`config.mk`:
```
export PLATFORM = sky130hd
export DESIGN_NAME = pq_prefetch_unit
export DESIGN_NICKNAME = d
export VERILOG_FILES = /design/src/rtl/pq_pkg.sv /design/src/rtl/pq_byte_queue.sv /design/src/rtl/pq_fetch_ctrl.sv /design/src/rtl/pq_refill_meter.sv /design/src/rtl/pq_prefetch_unit.sv
export SDC_FILE = /design/constraint.sdc
export NUM_CORES = 1
export LEC_CHECK = 0
export ABC_AREA = 0
export BUFFER_PORTS_ARGS = -buffer_cell sky130_fd_sc_hd__buf_2
export CAP_MARGIN = 20
export CORE_MARGIN = 3
export CORE_UTILIZATION = 35
export DETAILED_ROUTE_END_ITERATION = 10
export GPL_TIMING_DRIVEN = 0
export PLACE_DENSITY = 0.61
export SYNTH_ARGS = -nofsm -noshare
export SYNTH_HDL_FRONTEND = slang
export SYNTH_SLANG_ARGS = --single-unit
```
`constraint.sdc`:
```
create_clock -name clk -period 4.6 [get_ports clk]
set_clock_uncertainty 0.05 [all_clocks]
set_input_delay 0.23 -clock clk [delete_from_list [all_inputs] [get_ports clk]]
set_output_delay 0.23 -clock clk [all_outputs]
set_load 0.03 [all_outputs]
```
`src/rtl/pq_pkg.sv`:
```
package pq_pkg;

    localparam int BYTE_W = 8;

    typedef logic [BYTE_W-1:0] byte_t;

    typedef struct packed {
        logic  valid;
        logic  tag;
        byte_t data;
    } mem_rsp_t;

    function automatic int unsigned cnt_width(int unsigned max_val);
        return (max_val < 2) ? 1 : $clog2(max_val + 1);
    endfunction

endpackage

```
`src/rtl/pq_byte_queue.sv`:
```
module pq_byte_queue
    import pq_pkg::*;
#(
    parameter int DEPTH = 6,
    localparam int PTR_W = (DEPTH < 2) ? 1 : $clog2(DEPTH),
    localparam int OCC_W = cnt_width(DEPTH)
) (
    input  logic             clk,
    input  logic             rst,
    input  logic             flush,
    input  logic             push,
    input  byte_t            push_data,
    input  logic             pop,
    output logic             empty,
    output byte_t            head_data,
    output logic [OCC_W-1:0] occupancy
);

    byte_t            slot_q [DEPTH];
    logic [PTR_W-1:0] rd_ptr_q;
    logic [PTR_W-1:0] wr_ptr_q;
    logic [OCC_W-1:0] occ_q;

    function automatic logic [PTR_W-1:0] step(input logic [PTR_W-1:0] p);
        return (p == PTR_W'(DEPTH - 1)) ? '0 : p + 1'b1;
    endfunction

    always_ff @(posedge clk) begin
        if (push && !flush) begin
            slot_q[wr_ptr_q] <= push_data;
        end
    end

    always_ff @(posedge clk) begin
        if (rst || flush) begin
            rd_ptr_q <= '0;
            wr_ptr_q <= '0;
            occ_q    <= '0;
        end else begin
            if (push) begin
                wr_ptr_q <= step(wr_ptr_q);
            end
            if (pop) begin
                rd_ptr_q <= step(rd_ptr_q);
            end
            occ_q <= occ_q + OCC_W'(push) - OCC_W'(pop);
        end
    end

    assign empty     = (occ_q == '0);
    assign head_data = slot_q[rd_ptr_q];
    assign occupancy = occ_q;

    AST_NO_OVERFLOW: assert property (@(posedge clk) disable iff (rst)
        (push && !pop) |-> (occ_q < OCC_W'(DEPTH)));

    AST_FLUSH_EMPTY: assert property (@(posedge clk) disable iff (rst)
        flush |=> (occ_q == '0));

endmodule

```
`src/rtl/pq_fetch_ctrl.sv`:
```
module pq_fetch_ctrl
    import pq_pkg::*;
#(
    parameter int          ADDR_W    = 16,
    parameter int          DEPTH     = 6,
    parameter logic [ADDR_W-1:0] RESET_VEC = 16'h0100,
    localparam int OCC_W = cnt_width(DEPTH),
    localparam int SUM_W = OCC_W + 1
) (
    input  logic              clk,
    input  logic              rst,
    input  logic              redirect,
    input  logic [ADDR_W-1:0] redirect_addr,
    input  logic [OCC_W-1:0]  occupancy,
    input  logic              req_ready,
    input  mem_rsp_t          rsp,
    output logic              req_valid,
    output logic [ADDR_W-1:0] req_addr,
    output logic              req_tag,
    output logic              push,
    output byte_t             push_data
);

    logic [ADDR_W-1:0] addr_q;
    logic              epoch_q;
    logic [OCC_W-1:0]  inflight_q;
    logic [OCC_W-1:0]  discard_q;
    logic [OCC_W-1:0]  live;
    logic [SUM_W-1:0]  committed;
    logic              fire;

    assign live      = inflight_q - discard_q;
    assign committed = {1'b0, occupancy} + {1'b0, live};
    assign req_valid = !redirect && (committed < SUM_W'(DEPTH));
    assign fire      = req_valid && req_ready;
    assign req_addr  = addr_q;
    assign req_tag   = epoch_q;

    assign push      = rsp.valid && !redirect && (discard_q == '0) && (rsp.tag == epoch_q);
    assign push_data = rsp.data;

    always_ff @(posedge clk) begin
        if (rst) begin
            addr_q     <= RESET_VEC;
            epoch_q    <= 1'b0;
            inflight_q <= '0;
            discard_q  <= '0;
        end else begin
            inflight_q <= inflight_q + OCC_W'(fire) - OCC_W'(rsp.valid);
            if (redirect) begin
                addr_q    <= redirect_addr;
                epoch_q   <= ~epoch_q;
                discard_q <= inflight_q - OCC_W'(rsp.valid);
            end else begin
                if (fire) begin
                    addr_q <= addr_q + 1'b1;
                end
                if (rsp.valid && (discard_q != '0)) begin
                    discard_q <= discard_q - 1'b1;
                end
            end
        end
    end

    AST_ADDR_STEP: assert property (@(posedge clk) disable iff (rst)
        (fire && !redirect) |=> (addr_q == $past(addr_q) + 1'b1));

    AST_ADDR_HOLD: assert property (@(posedge clk) disable iff (rst)
        (req_valid && !req_ready && !redirect) |=> $stable(addr_q));

    AST_CREDIT_BOUND: assert property (@(posedge clk) disable iff (rst)
        committed <= SUM_W'(DEPTH));

    AST_REDIRECT_LOAD: assert property (@(posedge clk) disable iff (rst)
        redirect |=> (addr_q == $past(redirect_addr)));

    AST_EPOCH_FLIP: assert property (@(posedge clk) disable iff (rst)
        redirect |=> (epoch_q != $past(epoch_q)));

endmodule

```
`src/rtl/pq_refill_meter.sv`:
```
module pq_refill_meter #(
    parameter int STALL_W = 16
) (
    input  logic               clk,
    input  logic               rst,
    input  logic               redirect,
    input  logic               pop_req,
    input  logic               pop_valid,
    output logic [STALL_W-1:0] stall_cycles
);

    logic               pending_q;
    logic [STALL_W-1:0] cnt_q;
    logic               starve;

    assign starve = pop_req && !pop_valid && (redirect || pending_q);

    always_ff @(posedge clk) begin
        if (rst) begin
            pending_q <= 1'b0;
            cnt_q     <= '0;
        end else begin
            if (redirect) begin
                pending_q <= 1'b1;
            end else if (pop_req && pop_valid) begin
                pending_q <= 1'b0;
            end
            if (starve && (cnt_q != '1)) begin
                cnt_q <= cnt_q + 1'b1;
            end
        end
    end

    assign stall_cycles = cnt_q;

    AST_STALL_MONO: assert property (@(posedge clk) disable iff (rst)
        !$past(rst) |-> (cnt_q >= $past(cnt_q)));

    AST_STALL_QUIET: assert property (@(posedge clk) disable iff (rst)
        (pop_req && pop_valid && !pending_q) |=> $stable(cnt_q));

endmodule

```
`src/rtl/pq_prefetch_unit.sv`:
```
module pq_prefetch_unit
    import pq_pkg::*;
#(
    parameter int                ADDR_W    = 16,
    parameter int                DEPTH     = 6,
    parameter logic [ADDR_W-1:0] RESET_VEC = 16'h0100,
    parameter int                STALL_W   = 16
) (
    input  logic               clk,
    input  logic               rst,
    output logic               mem_req_valid,
    input  logic               mem_req_ready,
    output logic [ADDR_W-1:0]  mem_req_addr,
    output logic               mem_req_tag,
    input  logic               mem_rsp_valid,
    input  logic               mem_rsp_tag,
    input  logic [7:0]         mem_rsp_data,
    input  logic               pop_req,
    output logic               pop_valid,
    output logic [7:0]         pop_data,
    input  logic               redirect,
    input  logic [ADDR_W-1:0]  redirect_addr,
    output logic [STALL_W-1:0] refill_stall_cycles
);

    localparam int OCC_W = cnt_width(DEPTH);

    mem_rsp_t         rsp;
    logic             push;
    byte_t            push_data;
    logic             q_empty;
    byte_t            q_head;
    logic [OCC_W-1:0] q_occ;
    logic             pop_take;

    assign rsp = '{valid: mem_rsp_valid, tag: mem_rsp_tag, data: mem_rsp_data};

    pq_fetch_ctrl #(
        .ADDR_W    (ADDR_W),
        .DEPTH     (DEPTH),
        .RESET_VEC (RESET_VEC)
    ) i_fetch (
        .clk           (clk),
        .rst           (rst),
        .redirect      (redirect),
        .redirect_addr (redirect_addr),
        .occupancy     (q_occ),
        .req_ready     (mem_req_ready),
        .rsp           (rsp),
        .req_valid     (mem_req_valid),
        .req_addr      (mem_req_addr),
        .req_tag       (mem_req_tag),
        .push          (push),
        .push_data     (push_data)
    );

    pq_byte_queue #(
        .DEPTH (DEPTH)
    ) i_queue (
        .clk       (clk),
        .rst       (rst),
        .flush     (redirect),
        .push      (push),
        .push_data (push_data),
        .pop       (pop_take),
        .empty     (q_empty),
        .head_data (q_head),
        .occupancy (q_occ)
    );

    assign pop_valid = !q_empty && !redirect;
    assign pop_data  = q_head;
    assign pop_take  = pop_req && pop_valid;

    pq_refill_meter #(
        .STALL_W (STALL_W)
    ) i_meter (
        .clk          (clk),
        .rst          (rst),
        .redirect     (redirect),
        .pop_req      (pop_req),
        .pop_valid    (pop_valid),
        .stall_cycles (refill_stall_cycles)
    );

    AST_FIFO_ORDER_SYNC: assert property (@(posedge clk) disable iff (rst)
        (pop_take && !push) |=> (q_occ == $past(q_occ) - 1'b1));

    AST_PUSH_POP_BAL: assert property (@(posedge clk) disable iff (rst)
        (pop_take && push) |=> (q_occ == $past(q_occ)));

endmodule

```
==> results.md, run 1 <==
Critical path:
- In this run the worst path has a maximum fanout of 10.
- The largest single stage delay on the critical path is 0.40 ns.
- The critical path goes through ha_1, inv_1, fa_1, xor2_1, xnor2_1, ha_1, xor2_1, a221o_1, or3_1, buf_2, inv_1, ha_1, inv_1, fa_1, xor2_1, xnor2_1, nor2_1.
- Among all stages on the critical path, the largest delay is contributed by a221o_1.
- The start-to-end type of the worst setup path is register to register.
- STA classifies the critical path startpoint as a register.
- The kind of capture point of the worst setup path is a register.
- For the worst setup path, the data required time is between 4 and 5 ns.
- STA puts the critical path data arrival time at just over 4 ns.

Pwr:
- The switching share of power is 0.291.
- The leakage power figure is 0.00201 uW.
- The share of total power dissipated in the clock network is 0.333.
- The power per unit of standard cell area is roughly 390 nW/um2.
- Cell internal power was estimated by the tool at about 1500 uW.
- The net switching power is just over 600 uW.
- The combinational group share of total power is 0.189.
- The worst supply voltage drop on vdd is about 0.15 mV.
- Of the total power, registers draw 0.478.

Floorplan:
- Pin placement for this block handled 74 I/O pins.
- The core region is around 13,000 um2.
- The starting utilization of the core area is 0.359.
- The floorplan die width is between 100 and 150 um.
- The initialized floorplan defines 41 standard-cell rows.
- The vertical die dimension is about 120 um.
- The area enclosed by the die boundary is around 14,000 um2.

Clocking:
- The clock transition at the registers of the reported paths is roughly 0.07 ns.
- The number of sinks handled by clock tree synthesis is 100.
- The hold-fix buffer count after cts is 0.
- Clock latency on the worst-skew pair, taken at its later pin, is roughly 0.35 ns.
- The cell chosen for the clock root is clkbuf_16.
- The clock passes through at most 2 buffers.
- Once the clock tree was built, the resizer swapped 0 gates to a different size.
- Clock tree synthesis inserted a total of 9 buffers.
- In this run the post-CTS setup repair buffer count came out at 0.
- The number of levels in the clock H-tree is 3.
- TritonCTS built the clock tree.

Global route:
- The global-route wire length before repair is 16.4 mm.
- The number of global-route vias before repair is ~3,300.
- The remaining global-route overflow is 0.
- The number of antenna violations at the first check in global routing was 0.
- For this run, the total global-route usage over all layers was measured as 0.144.
- Entering global routing, the biggest net connects 18 pins.

Route:
- The detailed router finished its first iteration with around 120 violations.
- The routed layout has around 3,400 vias.
- The detail route stage leaves a number of antenna-violating nets equal to 0.
- Dividing the detail-routed wire length by the instance count gives 14.6 um.
- The first detailed-routing pass took 4 iterations.
- The remaining design rule violation count is 0.
- The via-per-instance ratio is 4.97.
- The final layout contains routed wiring with a total length of between 9 and 10 mm.

Synth:
- The synthesized design contains between 40 and 50 enable-type register cells.
- The async set-or-reset flop fraction in the synthesized netlist is 0.
- The area of the mapped netlist is ~4600 um2.
- The post-synthesis cell type count is 44.
- The number of nets handed over by synthesis was roughly 460.
- For this run, the register share of the synthesized area comes to 0.543.
- In the synthesized netlist the dominant register cell turns out to be dfxtp_1.
- Synthesis produced 414 cells.
- In this run, synthesis produced a sequential element count of 100.
- Each instance of the synthesized netlist takes up on average 11.0 um2.
- The number of warnings reported in the yosys synthesis log is 0.

STA:
- The final critical delay including setup and external delays is between 3 and 4 ns.
- The transition time of the tightest slew-check pin is about 0.76 ns.
- The total negative slack for setup checks is 0 ns.
- Setup repair after global routing left no endpoint under its margin.
- The peak clock frequency supported by timing is between 200 and 300 MHz.
- On the final layout, the worst hold slack is between 0.06 and 0.07 ns.
- Measured against its own limit, the worst slew margin works out to 0.489.
- The final count of negative-setup-slack endpoints is 0.
- Of the available clock period, the critical path in the final layout requires 0.848.
- The number of hold violations in the final report is 0.
- The final max-slew violation count is 0.

Worst hold path:
- The type of the most critical hold path is primary input to register.

Layout:
- The number of antenna diodes in the final layout is 0.
- The finished layout holds a little under 700 standard cells, fillers aside.
- The number of filler instances in the final layout is ~1,300.
- Of the cells placed in the final design, the portion with a size suffix greater than 1 is 0.206.
- The final standard cell area without fillers is around 5500 um2.
- The final standard cell utilization of the core is 0.429.
- After the last flow step, the layout net total stands at between 500 and 600.
- The combined area of the multi-input logic cells is between 1500 and 2000 um2.
- The sequential cell area in the final layout is 2480 um2.
- Relative to the synthesized area, the layout overhead comes to 19.2%.

Placement:
- The cell area after placement is roughly 5200 um2.
- The HPWL reported at the end of detailed placement is around 7.3 mm.
- The number of I/O port buffers is around 70.
- In this run, placement finished with an instance count of 661.
- The placer congestion estimate is 0.817.

Flow run:
- The number of violations of the max-capacitance limit is 0.

Outcome:
- The flow ran to the end, and the final reports show no timing, DRC or antenna violations.
[critical path: cells and delay by family (launching register included)]
| family | cells | cell delay [ns] |
|---|---|---|
| and+or+nand+nor | 2 | 0.42 |
| buffers and inverters | 4 | 0.38 |
| DFF | 1 | 0.38 |
| AOI/OAI and AO/OA | 1 | 0.40 |
| xor gates and xnor gates | 5 | 0.76 |
| adders and majority gates | 5 | 1.38 |
[logic make-up after synthesis]
kind of cell    Yosys count  share of synthesized area
fa+ha+maj                17                     0.0531
compound gates           51                     0.0777
flops                   100                      0.543
buf+inv                  41                     0.0339
simple gates            153                      0.166
mux                      19                     0.0637
xor+xnor                 33                     0.0632
[routing by layer]
layer  track usage  share of wire  vias to the layer above
met3        0.0290          0.043                       19
met1         0.187           0.45                     1614
met5             0              0                        -
met2         0.231           0.48                       72
li1              -              -                     1667
met4        0.0659          0.021                        0
[flip-flops by register name, indices dropped and copies added, names as in the netlist, named ones only]
name                  flops
i_queue.rd_ptr_q          3
i_meter.pending_q         1
i_fetch.inflight_q        3
i_queue.wr_ptr_q          3
i_queue.slot_q           48
i_fetch.discard_q         3
i_fetch.req_tag           1
i_fetch.req_addr         16
i_meter.stall_cycles     16
i_queue.occupancy         3
[through the flow]
stage | power (uW) | worst slack, ns
final | 2110 | 0.699
after floorplan | 1320 | 0.988
after global routing | 2230 | 0.468
after detailed placement | 1430 | 0.690
after CTS | 2140 | 0.683
after global placement | 1420 | 0.741
[cells in the final DEF (no fill, tap or decap), types with 3 or more instances in the layout]
cell | Yosys | final
nand4_1 | 4 | 4
nor2b_1 | 4 | 4
nand3_1 | 13 | 13
xnor2_1 | 26 | 26
clkbuf_16 | 0 | 9
a21oi_1 | 15 | 15
o21ai_0 | 3 | 3
and4_1 | 5 | 5
or3_1 | 7 | 7
a2111oi_0 | 4 | 4
clkinv_4 | 0 | 3
clkbuf_1 | 19 | 19
fa_1 | 4 | 4
ha_1 | 13 | 13
edfxtp_1 | 48 | 48
a211oi_1 | 14 | 14
a311oi_1 | 5 | 5
buf_2 | 1 | 75
mux4_2 | 8 | 8
mux2i_1 | 10 | 10
inv_1 | 19 | 19
xor2_1 | 7 | 7
nor4_1 | 5 | 5
nor3b_1 | 5 | 5
nor2_1 | 56 | 56
dfxtp_1 | 52 | 52
nor4b_1 | 4 | 4
nand2_1 | 25 | 25
nor3_1 | 14 | 14
[layout make-up]
class / instances / area share
Timing Repair Buffer: 76 / 0.0707
Tap cell: 172 / 0.0395
Buffer: 22 / 0.0154
Clock buffer: 9 / 0.0413
Multi-Input combinational cell: 273 / 0.355
Clock inverter: 7 / 0.00964
Inverter: 19 / 0.0131
Sequential cell: 100 / 0.455
[cell usage after synthesis, types with 5 or more instances]
master    instances  area [um2]
nor2_1           56         210
dfxtp_1          52        1040
edfxtp_1         48        1440
xnor2_1          26         228
nand2_1          25        93.8
clkbuf_1         19        71.3
inv_1            19        71.3
a21oi_1          15        75.1
a211oi_1         14         105
nor3_1           14        70.1
ha_1             13         163
nand3_1          13        65.1
mux2i_1          10         100
mux4_2            8         180
or3_1             7        43.8
xor2_1            7        61.3
a311oi_1          5        43.8
and4_1            5        43.8
nor3b_1           5        37.5
nor4_1            5        31.3
[worst paths after layout]
kind | start | end | slack (ns) | depth (start not counted)
setup / recovery | i_fetch.discard_q[0] | i_fetch.inflight_q[2] | 0.70 | 17
hold / removal | mem_rsp_data[7] | i_queue.slot_q[4][7] | 0.07 | 1
setup reg to reg | i_fetch.discard_q[0] | i_fetch.inflight_q[2] | 0.70 | 17
hold reg to reg | i_queue.rd_ptr_q[1] | register | 0.44 | 2
[power groups by stage]
stage | Combinational (uW) | Clock (uW) | Sequential [uW]
6_report | 399 | 704 | 1010
5_1_grt | 451 | 765 | 1010
4_1_cts | 404 | 726 | 1010
3_5_place_dp | 402 | 0 | 1030
3_3_place_gp | 389 | 0 | 1030
2_1_floorplan | 268 | 0 | 1050
(Power assumes the default switching activity.)
==> run 2: changes to the inputs <==
--- a/config.mk
+++ b/config.mk
@@ -5,14 +5,14 @@
 export SDC_FILE = /design/constraint.sdc
 export NUM_CORES = 1
 export LEC_CHECK = 0
-export ABC_AREA = 0
+export ABC_AREA = 1
 export BUFFER_PORTS_ARGS = -buffer_cell sky130_fd_sc_hd__buf_2
 export CAP_MARGIN = 20
 export CORE_MARGIN = 3
 export CORE_UTILIZATION = 35
 export DETAILED_ROUTE_END_ITERATION = 10
 export GPL_TIMING_DRIVEN = 0
-export PLACE_DENSITY = 0.61
+export PLACE_DENSITY = 0.62
 export SYNTH_ARGS = -nofsm -noshare
 export SYNTH_HDL_FRONTEND = slang
 export SYNTH_SLANG_ARGS = --single-unit
==> constraint.sdc (replaced) <==
create_clock -name clk -period 3.55 [get_ports clk]
set_clock_uncertainty 0.05 [all_clocks]
set_input_delay 0.1775 -clock clk [delete_from_list [all_inputs] [get_ports clk]]
set_output_delay 0.1775 -clock clk [all_outputs]
set_load 0.03 [all_outputs]
==> results.md, run 2 <==
Clocking:
- The tree is rooted in a clkbuf_16.
- The number of sinks handled by clock tree synthesis is 100.
- For this design, the CTS-stage hold fixing added 0 buffers.
- Clock-pin slew was measured on the worst setup and hold paths at approximately 0.07 ns.
- The number of setup buffers added after CTS is 0.
- The clock passes through at most 2 buffers.
- The number of buffers added by the clock tree synthesis step is 9.
- The number of levels in the clock H-tree is 3.
- In this run, post-CTS repair resized a total of 0 instances.
- TritonCTS built the clock tree.
- The latest clock arrival within the worst-skew pair is 0.35 ns.

Layout:
- The number of antenna diodes in the final layout is 0.
- In the layout the commonest cells are 169 x nand2_1, 76 x buf_2, 63 x inv_1.
- After filler insertion, the fill cell instance count of the layout stands at between 1,000 and 1,500.
- The synthesis-to-finish area growth is 18.1%.
- At the end of the flow, the number of nets in the layout was 743.
- The most frequent standard cell in the layout excluding fill and tap cells is nand2_1.
- The combined area of the multi-input logic cells is 2220 um2.
- The sequential cells in the finished layout cover a total of around 2500 um2.
- The flip-flop count of the largest register, all copies and words added is 48.
- The register with the most flip-flops in the final layout is i_queue.slot_q.
- The final standard cell utilization of the core is 0.427.
- The fraction of layout cells with a size suffix above 1 is 0.161.

Outcome:
- The flow ran to the end, and the final reports show no timing, DRC or antenna violations.

Synth:
- The number of flip-flops and latches in the synthesized netlist is 100.
- The number of flops mapped to enable cells by yosys is 48.
- The mean instance size in the synthesized netlist is 8.33 um2.
- After synthesis, the cell types taking the most area are edfxtp_1 29%, dfxtp_1 21%, nand2_1 13%.
- The netlist uses 38 different library cells.
- For this run, the leading register cell type out of synthesis is dfxtp_1.
- The share of synthesized area in the top cell type comes to 0.285.
- For this run, the number of Yosys warnings is 0.
- In the synthesized netlist, the cells that appear most often are 169 x nand2_1, 63 x inv_1, 57 x nor2_1.
- Of all flip-flops after synthesis, the portion carrying an async set or reset was 0.
- Of the synthesized area, sequential elements account for 0.491.
- The library cell with the largest summed area after synthesis is edfxtp_1.
- By instance count, the leading cell after synthesis is nand2_1.
- After technology mapping, the gate count stands at 607.
- In this run the cell area of the synthesized design comes to 5050 um2.
- The post-synth net total is 655.

Pwr:
- The worst supply voltage drop on vdd is between 0.2 and 0.3 mV.
- The power per unit of standard cell area is approximately 470 nW/um2.
- Summed over all cells, the static leakage comes to roughly 0.0024 uW.
- The overall power of the completed layout is roughly 2800 uW.

Critical path:
- The worst flop-to-flop path endpoint is i_fetch.inflight_q[2].
- The required time of the critical path is 3.74 ns.
- For flop-to-flop paths, the worst setup slack is between 0.2 and 0.3 ns.
- The start-to-end type of the worst setup path is register to register.
- The nature of the critical path startpoint is a register.
- Measured in cells, the most critical reg-to-reg path has a length of 17.
- In this run the critical register-to-register path is launched from i_fetch.discard_q[0].
- Data on the critical path arrives at its endpoint at 3.49 ns.
- The largest fanout on the critical path is 6.
- The kind of capture point of the worst setup path is a register.

Placement:
- Summed over all nets, the half-perimeter wirelength after detailed placement is approximately 9 mm.
- OpenSTA, run right after detailed placement, puts the worst setup slack at between 0.2 and 0.25 ns.
- The placer congestion estimate is ~0.83.
- Input and output buffers added on the ports amount to 73.

Floorplan:
- The vertical die dimension is 126 um.
- The initialized floorplan defines 43 standard-cell rows.
- The floorplan die width is roughly 130 um.
- The floorplan step defined a die boundary enclosing 15,900 um2.
- The number of ports placed on the die boundary is between 70 and 80.
- The initial utilization of the core area, before any placement, comes to 0.361.
- The total core area is around 14,000 um2.

STA:
- The number of hold violations in the final report is 0.
- At the pin with the least slew margin, the transition time is 0.826 ns.
- The worst pin sits at a relative slew slack of 0.446.
- The final critical delay including setup and external delays is about 3.3 ns.
- The final max-slew violation count is 0.
- The final count of negative-setup-slack endpoints is 0.
- Of the available clock period, the critical path in the final layout requires 0.929.
- For this run, the top clock speed supported by timing is ~300 MHz.
- The total negative slack for setup checks is 0 ns.
- Setup repair after global routing left no endpoint under its margin.
- The worst path meets setup with roughly 0.25 ns of slack.

Worst hold path:
- The startpoint of the most critical hold path is redirect_addr[8].
- The worst hold path terminates at i_fetch.req_addr[8].
- The worst hold path was traced through 3 stages.
- The min-delay analysis places its worst path in the category primary input to register.

Route:
- After detailed routing, the average wire length per cell comes to between 10 and 15 um.
- The routed design has around 12 mm of wire.
- In this run, the number of DRC markers left after iteration 0 of detailed routing was about 250.
- The remaining design rule violation count is 0.
- The residual antenna-violating net count after detailed routing is 0.
- The total via count after detailed routing is between 4,000 and 5,000.
- Before antenna repair, the detailed router went through 4 iterations.
- Dividing the detail-routed via count by the number of cells gives 4.86.

Global route:
- Summed over all layers, the global routing overflow is 0.
- Entering global routing, the biggest net connects 20 pins.
- In the global route stage, overall resource usage came out at 0.159.
- The number of antenna violations at the first check in global routing is 1.
- The number of global-route vias before repair is roughly 4,300.
- The first global-routing pass estimated 20.5 mm of wire.

Flow run:
- The number of violations of the max-capacitance limit is 0.
## run 2: kinds of logic (layout without fill, tap and decap cells)
family	after synthesis	after routing	synth area share
flip-flops	100	100	0.491
buffers and inverters	85	178	0.0708
XOR/XNOR	21	21	0.0364
adder cells (fa/ha/maj)	17	17	0.0480
AO/OA/AOI/OAI	87	87	0.103
AND/OR/NAND/NOR	297	297	0.251
## run 2: worst max path at each step
stage	start	endpoint	cells past startpoint
2_1_floorplan	i_fetch.discard_q[0]	i_fetch.inflight_q[2]	17
3_3_place_gp	i_fetch.discard_q[0]	i_fetch.inflight_q[2]	17
3_5_place_dp	i_fetch.discard_q[0]	i_fetch.inflight_q[2]	17
4_1_cts	i_fetch.discard_q[0]	i_fetch.inflight_q[2]	17
5_1_grt	i_fetch.inflight_q[0]	i_fetch.inflight_q[2]	18
6_report	i_fetch.discard_q[0]	i_fetch.inflight_q[2]	17
## run 2: power breakdown
group / internal (uW) / switching [uW]
Clock: 495 / 474
Combinational: 191 / 318
Sequential: 1250 / 57.0
## run 2: worst max-delay path: stages (launching register included)
cell	delay, ns
dfxtp_1	0.36
ha_1	0.15
inv_1	0.05
fa_1	0.37
xnor2_1	0.20
xor2_1	0.17
ha_1	0.27
nor2_1	0.12
nor2_1	0.06
nor2_2	0.10
nand3_2	0.10
inv_1	0.20
ha_1	0.19
inv_1	0.05
fa_1	0.38
xor2_1	0.16
o21ai_0	0.15
a21oi_1	0.06
## run 2: cell type report
type | count | share of cell area
Tap cell | 180 | 0.0377
Inverter | 64 | 0.0402
Clock buffer | 9 | 0.0377
Timing Repair Buffer | 77 | 0.0654
Buffer | 21 | 0.0197
Multi-Input combinational cell | 422 | 0.372
Clock inverter | 7 | 0.0117
Sequential cell | 100 | 0.416
## run 2: through the flow
step	instances	area [um2]	hold slack, ns
after global routing	880	5970	0.00588
after floorplan	607	5050	0.226
after detailed placement	864	5680	0.378
after CTS	880	5970	0.00423
after global placement	860	5650	0.369
final	880	5970	0.0123
## run 2: routing by layer
metal / GRT usage / up-vias / part of all wire
met1: 0.202 / 1984 / 0.45
met4: 0.0656 / 2 / 0.020
met2: 0.261 / 83 / 0.48
met3: 0.0382 / 25 / 0.048
li1: - / 2184 / -
met5: 0 / - / 0.00058
==> run 3: changes to the inputs <==
--- a/config.mk
+++ b/config.mk
@@ -12,7 +12,8 @@
 export CORE_UTILIZATION = 35
 export DETAILED_ROUTE_END_ITERATION = 10
 export GPL_TIMING_DRIVEN = 0
-export PLACE_DENSITY = 0.62
+export PLACE_DENSITY = 0.58
+export RECOVER_POWER = 25
 export SYNTH_ARGS = -nofsm -noshare
 export SYNTH_HDL_FRONTEND = slang
 export SYNTH_SLANG_ARGS = --single-unit
==> results.md, run 3 (synthesized netlist as in run 2, its figures left out) <==
Outcome:
- The flow ran to the end, and the final reports show no timing, DRC or antenna violations.

STA:
- Measured against its own limit, the worst slew margin works out to 0.410.
- The number of hold violations in the final report is 0.
- Setup repair after global routing left no endpoint under its margin.
- The final worst-path cycle share is 0.907.
- Derived from the worst setup path, the maximum achievable clock frequency is 311 MHz.
- Setup violations remaining at the end of the flow were counted as 0.
- The smallest clock period supported by the final layout is computed as 3.22 ns.
- The final max-slew violation count came to 0.
- At the pin with the least slew margin, the transition time is between 0.8 and 0.9 ns.
- The total negative slack for setup checks is 0 ns.

Layout:
- The register ranked first by flip-flop count is i_queue.slot_q.
- The synthesis-to-finish area growth is 18.0%.
- The flip-flop count of the largest register, all copies and words added is 48.
- After filler insertion, the fill cell instance count of the layout stands at approximately 1,400.
- The most frequent standard cell in the layout excluding fill and tap cells is nand2_1.
- Of the cells placed in the final design, the portion with a size suffix greater than 1 is 0.151.
- In the final design database the tool counted between 700 and 800 nets.
- The antenna cell count is 0.
- The top cell types in the final layout, fill and taps aside, are 169 x nand2_1, 69 x buf_2, 62 x inv_1.

Critical path:
- STA classifies the critical path endpoint as a register.
- The start-to-end type of the worst setup path is register to register.
- The largest fanout on the critical path is 6.
- For the worst setup path, the data required time is about 3.7 ns.
- The data arrival time of the worst path is approximately 3.4 ns.
- STA classifies the critical path startpoint as a register.

Route:
- Summed over all nets, wire length on met3 after detailed routing comes to 583 um.
- The routed length per instance is ~14 um.
- In the routed design, unresolved DRC markers number 0.
- The total routed wirelength is 12.4 mm.
- The count of nets left with antenna violations once routing finished came out at 0.
- In the detailed route, the total length drawn on met2 is around 6 mm.
- The via-per-instance ratio is 4.94.
- For this run, the detailed router's first-pass iteration total came to 4.
- The total via count after detailed routing is 4,355.
- For this block, wires on met1 add up to around 5.6 mm.
- The count of routing violations after the opening detailed-route iteration is ~340.
- The highest metal layer used by the detailed router is met5.

Floorplan:
- Pin placement for this block handled between 70 and 80 I/O pins.
- The vertical die dimension is roughly 130 um.
- The starting utilization of the core area is 0.361.
- The core region is 14,000 um2.
- The floorplan has 43 rows.
- The area enclosed by the die boundary is 15,900 um2.
- The die is approximately 130 um wide.

Clocking:
- The clock transition at the registers of the reported paths is about 0.07 ns.
- The latest clock arrival within the worst-skew pair is between 0.3 and 0.4 ns.
- The number of buffers added by the clock tree synthesis step is 9.
- The clock passes through at most 2 buffers.
- The number of sinks handled by clock tree synthesis is 100.
- The cell chosen for the clock root is clkbuf_16.
- The number of levels in the clock H-tree is 3.
- The CTS tree is yes.

Placement:
- The HPWL reported at the end of detailed placement is 9.12 mm.
- Port buffering added 73 buffers.
- At the end of routability-driven placement, the weighted congestion stood at 0.848.

Global route:
- The global-route wire length before repair is 20.4 mm.
- After global routing the overflow that remains totals 0.
- The maximum number of pins on one net before global-route repair is 20.
- The number of global-route vias before repair was around 4,200.
- The total track usage is 0.159.
- The number of antenna violations at the first check in global routing is 1.

Pwr:
- Total power for the finished layout comes to roughly 2800 uW.
- The leakage power figure is between 0.002 and 0.0025 uW.
- The power per unit of standard cell area is ~470 nW/um2.
- IR analysis of the VDD net gives a maximum drop of 0.253 mV.

Worst hold path:
- The type of the most critical hold path is primary input to register.

Flow run:
- The tool flagged a number of max-cap violations equal to 0.
==> run 3: changes by cell type in the layout (fill, tap and decap cells not counted) <==
cell,delta
clkbuf_1,+8
buf_2,-7
buf_4,-1
clkinv_4,+1
clkinvlp_4,-1
dlygate4sd3_1,+1
inv_1,-1
inv_2,+1
inv_6,+1
inv_8,-1
==> run 3: power by group <==
part	total, uW	internal [uW]	leakage [uW]	switching, uW
Clock	968	494	0.000144	474
Combinational	515	192	0.00142	323
Sequential	1310	1260	0.000856	56.9
==> run 3: final cells by class <==
cell class / instances / area (um2) / share of cell area
timing repair buffer: 78 / 388 / 0.0650
clock buffer: 9 / 225 / 0.0377
clock inverter: 7 / 68.8 / 0.0115
buffer: 21 / 118 / 0.0197
multi-input combinational: 422 / 2220 / 0.372
tap: 180 / 225 / 0.0377
sequential: 100 / 2480 / 0.416
inverter: 64 / 240 / 0.0403
==> run 3: what timing repair did <==
| action | 4_1_cts | 5_1_grt |
|---|---|---|
| setup buffers | 0 | 0 |
| setup endpoints to repair | 0 | 1 |
| hold endpoints to repair | 1 | 0 |
| gates resized for setup | 0 | 1 |
| hold buffers | 1 | 0 |
==> run 3: final timing paths <==
kind,start,slack [ns],depth (start not counted),endpoint
worst min-delay path,redirect_addr[14],0.07,5,i_fetch.req_addr[14]
worst min register to register,i_queue.rd_ptr_q[1],0.42,2,register
worst max register to register,i_fetch.discard_q[0],0.33,17,i_fetch.inflight_q[2]
worst max-delay path,i_fetch.discard_q[0],0.33,17,i_fetch.inflight_q[2]
==> run 3: metrics by stage <==
| stage | cells | area, um2 | worst slack, ns | utilization | hold slack, ns |
|---|---|---|---|---|---|
| CTS | 881 | 5980 | 0.187 | 0.427 | 0.00463 |
| finish | 881 | 5970 | 0.332 | 0.427 | 0.0678 |
| global route | 881 | 5970 | 0.0956 | 0.427 | 0.0787 |
| floorplan | 607 | 5050 | 0.576 | - | 0.226 |
| global placement | 860 | 5650 | 0.283 | 0.404 | 0.367 |
| detailed placement | 864 | 5670 | 0.205 | 0.406 | 0.373 |
==> run 3: per-layer routing <==
metal | up-vias | track usage
li1 | 2194 | -
met1 | 2039 | 0.206
met2 | 102 | 0.260
met3 | 18 | 0.0352
met4 | 2 | 0.0599
met5 | - | 0
==> run 3: worst max-delay path: stages, from the launching register on <==
cell	delay, ns
dfxtp_1	0.37
ha_1	0.16
inv_1	0.04
fa_1	0.37
xnor2_1	0.19
xor2_1	0.18
ha_1	0.28
nor2_1	0.12
nor2_1	0.06
nor2_2	0.10
nand3_2	0.10
inv_2	0.14
ha_1	0.16
inv_1	0.04
fa_1	0.37
xor2_1	0.16
o21ai_0	0.15
a21oi_1	0.05
